$ cat src/rtl/dpwm_pkg.sv
package dpwm_pkg;
   localparam int unsigned DEF_CH_BITS = 6;
   localparam int unsigned DEF_HI_LSB  = 16;

   typedef enum logic [0:0] {
      OUT_COMB = 1'b0,
      OUT_REG  = 1'b1
   } out_mode_e;
endpackage

$ cat src/rtl/dpwm_counter.sv
module dpwm_counter #(
   parameter int unsigned CH_BITS = dpwm_pkg::DEF_CH_BITS
) (
   input  logic               clk,
   input  logic               rst,
   input  logic               en,
   output logic [CH_BITS-1:0] cnt,
   output logic               xfer
);
   localparam logic [CH_BITS-1:0] CNT_MAX = '1;

   // next count will be zero: held, or wrapping
   assign xfer = !en || (cnt == CNT_MAX);

   always_ff @(posedge clk) begin
      if (rst)      cnt <= '0;
      else if (!en) cnt <= '0;
      else          cnt <= cnt + 1'b1;
   end
endmodule

$ cat src/rtl/dpwm_cmp_buf.sv
module dpwm_cmp_buf #(
   parameter int unsigned CH_BITS = dpwm_pkg::DEF_CH_BITS,
   parameter int unsigned HI_LSB  = dpwm_pkg::DEF_HI_LSB,
   localparam int unsigned SMP_W  = 2 * CH_BITS,
   localparam int unsigned WORD_W = HI_LSB + CH_BITS
) (
   input  logic               clk,
   input  logic               rst,
   input  logic               load,
   input  logic [SMP_W-1:0]   sample,
   input  logic               xfer,
   output logic [WORD_W-1:0]  act_word,
   output logic [CH_BITS-1:0] act_hi,
   output logic [CH_BITS-1:0] act_lo
);
   logic [WORD_W-1:0] shadow_word;
   logic [WORD_W-1:0] packed_in;

   always_comb begin
      packed_in = '0;
      packed_in[HI_LSB +: CH_BITS] = sample[CH_BITS +: CH_BITS];
      packed_in[0 +: CH_BITS]      = sample[0 +: CH_BITS];
   end

   always_ff @(posedge clk) begin
      if (rst)       shadow_word <= '0;
      else if (load) shadow_word <= packed_in;
   end

   always_ff @(posedge clk) begin
      if (rst)       act_word <= '0;
      else if (xfer) act_word <= shadow_word;
   end

   assign act_hi = act_word[HI_LSB +: CH_BITS];
   assign act_lo = act_word[0 +: CH_BITS];
endmodule

$ cat src/rtl/dpwm_channel.sv
module dpwm_channel #(
   parameter int unsigned        CH_BITS  = dpwm_pkg::DEF_CH_BITS,
   parameter dpwm_pkg::out_mode_e OUT_MODE = dpwm_pkg::OUT_COMB
) (
   input  logic               clk,
   input  logic               rst,
   input  logic               en,
   input  logic [CH_BITS-1:0] cnt,
   input  logic [CH_BITS-1:0] cmp,
   output logic               pwm
);
   logic level;
   assign level = en && (cnt < cmp);

   generate
      if (OUT_MODE == dpwm_pkg::OUT_REG) begin : g_reg
         always_ff @(posedge clk) begin
            if (rst) pwm <= 1'b0;
            else     pwm <= level;
         end
      end else begin : g_comb
         assign pwm = level;
      end
   endgenerate
endmodule

$ cat src/rtl/dpwm_split_dac.sv
module dpwm_split_dac #(
   parameter int unsigned         CH_BITS  = dpwm_pkg::DEF_CH_BITS,
   parameter int unsigned         HI_LSB   = dpwm_pkg::DEF_HI_LSB,
   parameter dpwm_pkg::out_mode_e OUT_MODE = dpwm_pkg::OUT_COMB,
   localparam int unsigned        SMP_W    = 2 * CH_BITS,
   localparam int unsigned        WORD_W   = HI_LSB + CH_BITS
) (
   input  logic              clk,
   input  logic              rst,
   input  logic              en,
   input  logic              load,
   input  logic [SMP_W-1:0]  sample,
   output logic              pwm_hi,
   output logic              pwm_lo,
   output logic [WORD_W-1:0] cmp_word
);
   generate
      if (CH_BITS < 1 || CH_BITS > 16) begin : g_bad_bits
         $error("dpwm_split_dac: CH_BITS out of range");
      end
      if (HI_LSB < CH_BITS) begin : g_bad_lsb
         $error("dpwm_split_dac: HI_LSB overlaps the lower field");
      end
   endgenerate

   logic [CH_BITS-1:0] cnt;
   logic               xfer;
   logic [CH_BITS-1:0] act_hi;
   logic [CH_BITS-1:0] act_lo;
   logic [CH_BITS-1:0] cmp_sel [2];
   logic [1:0]         pwm_v;

   dpwm_counter #(.CH_BITS(CH_BITS)) u_cnt (
      .clk(clk), .rst(rst), .en(en), .cnt(cnt), .xfer(xfer)
   );

   dpwm_cmp_buf #(.CH_BITS(CH_BITS), .HI_LSB(HI_LSB)) u_buf (
      .clk(clk), .rst(rst), .load(load), .sample(sample), .xfer(xfer),
      .act_word(cmp_word), .act_hi(act_hi), .act_lo(act_lo)
   );

   assign cmp_sel[0] = act_lo;
   assign cmp_sel[1] = act_hi;

   generate
      for (genvar i = 0; i < 2; i++) begin : g_ch
         dpwm_channel #(.CH_BITS(CH_BITS), .OUT_MODE(OUT_MODE)) u_ch (
            .clk(clk), .rst(rst), .en(en), .cnt(cnt),
            .cmp(cmp_sel[i]), .pwm(pwm_v[i])
         );
      end
   endgenerate

   assign pwm_lo = pwm_v[0];
   assign pwm_hi = pwm_v[1];
endmodule

$ cat config.mk
export PLATFORM = sky130hd
export DESIGN_NAME = dpwm_split_dac
export DESIGN_NICKNAME = d
export VERILOG_FILES = /design/src/rtl/dpwm_pkg.sv /design/src/rtl/dpwm_counter.sv /design/src/rtl/dpwm_cmp_buf.sv /design/src/rtl/dpwm_channel.sv /design/src/rtl/dpwm_split_dac.sv
export SDC_FILE = /design/constraint.sdc
export NUM_CORES = 1
export LEC_CHECK = 0
export ABC_AREA = 1
export CORE_ASPECT_RATIO = 0.7
export CORE_UTILIZATION = 40
export CTS_BUF_LIST = sky130_fd_sc_hd__clkbuf_16
export CTS_CLUSTER_DIAMETER = 30
export DETAILED_ROUTE_END_ITERATION = 8
export PLACE_DENSITY_LB_ADDON = 0.12
export SLEW_MARGIN = 20
export SYNTH_ARGS = -nofsm -noshare
export SYNTH_HDL_FRONTEND = slang
export SYNTH_HIERARCHICAL = 1
export SYNTH_SLANG_ARGS = --single-unit
export TNS_END_PERCENT = 100
$ cat constraint.sdc
create_clock -name clk -period 3.3 [get_ports clk]
set_input_delay 0.99 -clock clk [delete_from_list [all_inputs] [get_ports clk]]
set_output_delay 0.99 -clock clk [all_outputs]
set_load 0.1 [all_outputs]
# [Yosys cells after proc, flatten, opt, wreduce, memory -nomap -nowiden]
# Index checks and enable logic that the tools add are counted.
[word_totals] inputBits=16 regBits=30 out_inout_bits=24 wordCells=13
[classes] n_eq_ne=1 reduce_logical=5 order_cmp=2 bitwise=1 n_addsub=1
[op_table] op="$lt 6x6->1" count=2
[op_table] op="$add 6x1->6 const B" count=1
[op_table] op="$eq 6x6->1 const B" count=1
[op_table] op="$logic_and 1x1->1" count=2
[op_table] op="$reduce_or 2->1" count=1
[op_table] op="$logic_not 1->1" count=1
[op_table] op="$logic_or 1x1->1" count=1
[op_table] op="$not 1->1" count=1

# [Longest topological paths before layout]
[depth] ltp_word=2 mapped_depth=9 depth_no_buf=8

# [Hierarchy]
# Netlist, hierarchy kept.
[modules_own_cells] module="dpwm_cmp_buf" area_each_um2=1163.6 cells_each=174 n_inst=1 seq_area_each_um2=480.5
[modules_own_cells] module="dpwm_channel" area_each_um2=166.4 cells_each=30 n_inst=2 seq_area_each_um2=0.0
[modules_own_cells] module="dpwm_counter" area_each_um2=270.3 cells_each=35 n_inst=1 seq_area_each_um2=120.1

# [Least setup slack after synthesis]
# No wires, ideal clock.
[synth_path] kind="input to output" from="input en" to="output pwm_hi" path_buffers=0 required_ns=2.310 stages=4 t_arrival_ns=2.002 path_slack_ns=0.308 path_cell_list="nand2_2 -> nor2_2 -> nand2_1 -> a21oi_2"
[synth_between] elab_chain_cells=1
[synth_lines] item="start: declaration" line="dpwm_split_dac.sv:10" text="input logic en,"
[synth_lines] item="$logic_and 1x1->1" line="dpwm_channel.sv:13" text="assign level = en && (cnt < cmp);"
[synth_lines] item="end: declaration" line="dpwm_split_dac.sv:13" text="output logic pwm_hi,"
# No other way between the ends.

# [Worst setup path after layout]
# Same ends and word-level chain as after synthesis.

==> flow_metrics.env <==
export IMPL_outcome="completed"
export IMPL_rsz0062_at_grt="false"
export IMPL_yosysTopAreaCellShare_pct=34.0
export IMPL_antenna_cells=0
export IMPL_layout_drive_gt1_share_pct=11.4
export IMPL_end_kind="primary output"
export IMPL_fin_worst_skew_ns=0.00394
export IMPL_dr_wl_met3_um=182
export IMPL_synth_area_leader_cell="dfxtp_1"
export IMPL_grt_pass1_vias=1263
export IMPL_final_area_mm2=0.00207
export IMPL_ant_nets=0
export IMPL_maxCapViolCount=0
export IMPL_crit_required_ns=2.31
export IMPL_wl_met1_um=1740
export IMPL_clock_latency_ns=0.28
export IMPL_report_final_setup_viol=0
export IMPL_hold_violations=0
export IMPL_portBuffers=29
export IMPL_dieHeight_um=57.6
export IMPL_hold_buffers=0
export IMPL_critical_path_class="input pin to primary output"
export IMPL_path_max_fanout=3
export IMPL_cts_root_buf="clkbuf_16"
export IMPL_cts_num_sinks=30
export IMPL_fillCellCount=435
export IMPL_grt_overflow_total=0
export IMPL_fin_crit_ns=3.16
export IMPL_yosys_register_bits=30
export IMPL_htree_levels=2
export IMPL_min_path_type="register to register"
export IMPL_num_rows=19
export IMPL_wirelength_um=3140
export IMPL_place_area_mm2=0.00194
export IMPL_holdPathStages=2
export IMPL_slew_viol_final=0
export IMPL_start_util_pct=43.5
export IMPL_grt_pass1_wl_um=5610
export IMPL_cts_tree="yes"
export IMPL_place_gp_congestion=0.763
export IMPL_tns_ns=0
export IMPL_numCtsBuffers=5
export IMPL_first_pass_iters=4
export IMPL_synthTopCellsByArea="dfxtp_1 (34%), nand2_1 (16%), nor2_1 (12%)"
export IMPL_dp_hpwl_um=2360
export IMPL_yosys_warnings=6
export IMPL_via_per_inst=4.17
export IMPL_yosysUniqueCellTypes=19
export IMPL_first_iter_violations=69
export IMPL_ioPinCount=40
export IMPL_dieArea_mm2=0.00469
export IMPL_die_w_um=81.4
export IMPL_postSynthCellCount=269
export IMPL_synth_area_mm2=0.00177
export IMPL_highest_layer="met4"
export IMPL_wl_per_cell_um=9.21
export IMPL_syn_to_final_growth_pct=17.4
export IMPL_grt_max_degree=25
export IMPL_cts_resized=0
export IMPL_cts_setup_buffers=0
export IMPL_drc=0
export IMPL_critPathLaunchType="input pin"
export IMPL_cts_buffer_depth=2
export IMPL_max_freq_mhz=316
export IMPL_antenna_found_initial=0
export IMPL_syn_area_per_cell_um2=6.57
export IMPL_worst_pin_slew_ns=0.778
export IMPL_ys_seq_area_share_pct=34.0
export IMPL_nNetsFinal=315
export IMPL_wl_met2_um=1160
export IMPL_finish_utilization_pct=51.0
export IMPL_core_mm2=0.00407
export IMPL_leakagePower_uw=0.00111
export IMPL_irDropWorstVdd_mv=0.364
export IMPL_multiInputGateArea_um2=772
export IMPL_arrival_ns=2.17
export IMPL_clk_pin_slew_ns=0.05
export IMPL_max_slew_margin_pct=48.0
export IMPL_seqCellArea_um2=601
export IMPL_grt_util_all_layers_pct=16.2
export IMPL_vias=1421
export IMPL_r2r_cells=8
export IMPL_finalCritPeriodShare_pct=95.9
export IMPL_power_per_cell_area_mw_per_mm2=532
[cell families after synthesis]
kind of cell | share of synthesized area, %
compound gates | 1.84
xor+xnor | 0.496
other cells | 0.212
flops | 34.0
buf+inv | 24.2
fa+ha+maj | 7.79
simple gates | 31.4
[stage by stage]
stage               total power, µW  setup slack [ns]  hold slack, ns  instances
floorplan                       643             0.308           0.441        278
global placement                679             0.130           0.464        333
detailed placement              680             0.164           0.463        333
CTS                            1120             0.144           0.470        341
global route                   1160            0.0866           0.483        341
finish                         1100             0.136           0.471        341
[final cells by class]
type / count / share of cell area (%)
Clock inverter: 3 / 0.603
Multi-Input combinational cell: 166 / 37.2
Timing Repair Buffer: 31 / 14.2
Tap cell: 52 / 3.14
Sequential cell: 30 / 29.0
Inverter: 54 / 9.78
Clock buffer: 5 / 6.03
[per-layer routing]
layer | GRT usage [%] | up-vias
met4 | 6.89 | 0
met5 | 0 | -
met3 | 4.96 | 6
met1 | 23.3 | 608
met2 | 22.0 | 32
li1 | - | 775
[final timing paths]
kind	endpoint	from	slack (ns)
worst min register to register	u_buf/shadow_word[16]$_SDFFE_PP0P_	u_buf/shadow_word[16]$_SDFFE_PP0P_	0.47
worst max register to register	u_buf/act_word[19]$_SDFFE_PP0P_	u_cnt/cnt[1]$_SDFF_PP0_	1.30
worst max-delay path	pwm_hi	en	0.14
worst min-delay path	u_buf/shadow_word[16]$_SDFFE_PP0P_	u_buf/shadow_word[16]$_SDFFE_PP0P_	0.47
[critical path, stage by stage]
cell and delay, ns:
clkdlybuf4s50_1 0.55, nand2_2 0.08, nor2_2 0.10, nand2_1 0.07, a21oi_2 0.18, buf_12 0.20
[placed cells by master, fill, tap and decap left out, drive strengths merged]
cell	instances
clkdlybuf4s50	15
clkinv	4
buf	16
o21ai	1
xnor2	1
dfxtp	30
nand2	77
inv	53
clkbuf	5
nor2	59
ha	11
nand3	2
a21oi	4
conb	10
nor3b	1
[synthesized netlist by cell type (all sizes together)]
library cell,number
a21oi,4
buf,28
clkinv,2
conb,1
dfxtp,30
ha,11
inv,52
nand2,77
nand3,2
nor2,59
nor3b,1
o21ai,1
xnor2,1
[power breakdown]
| part | total, µW | switching (µW) | internal [µW] |
|---|---|---|---|
| registers | 399 | 14.7 | 384 |
| clock network | 432 | 160 | 272 |
| logic | 272 | 202 | 70.2 |
[registers in the layout, summed over array words and instances, names as in the netlist]
name	count
u_buf/act_word	12
u_cnt/cnt	6
u_buf/shadow_word	12
Note: power is estimated with default switching activity, not from simulation.
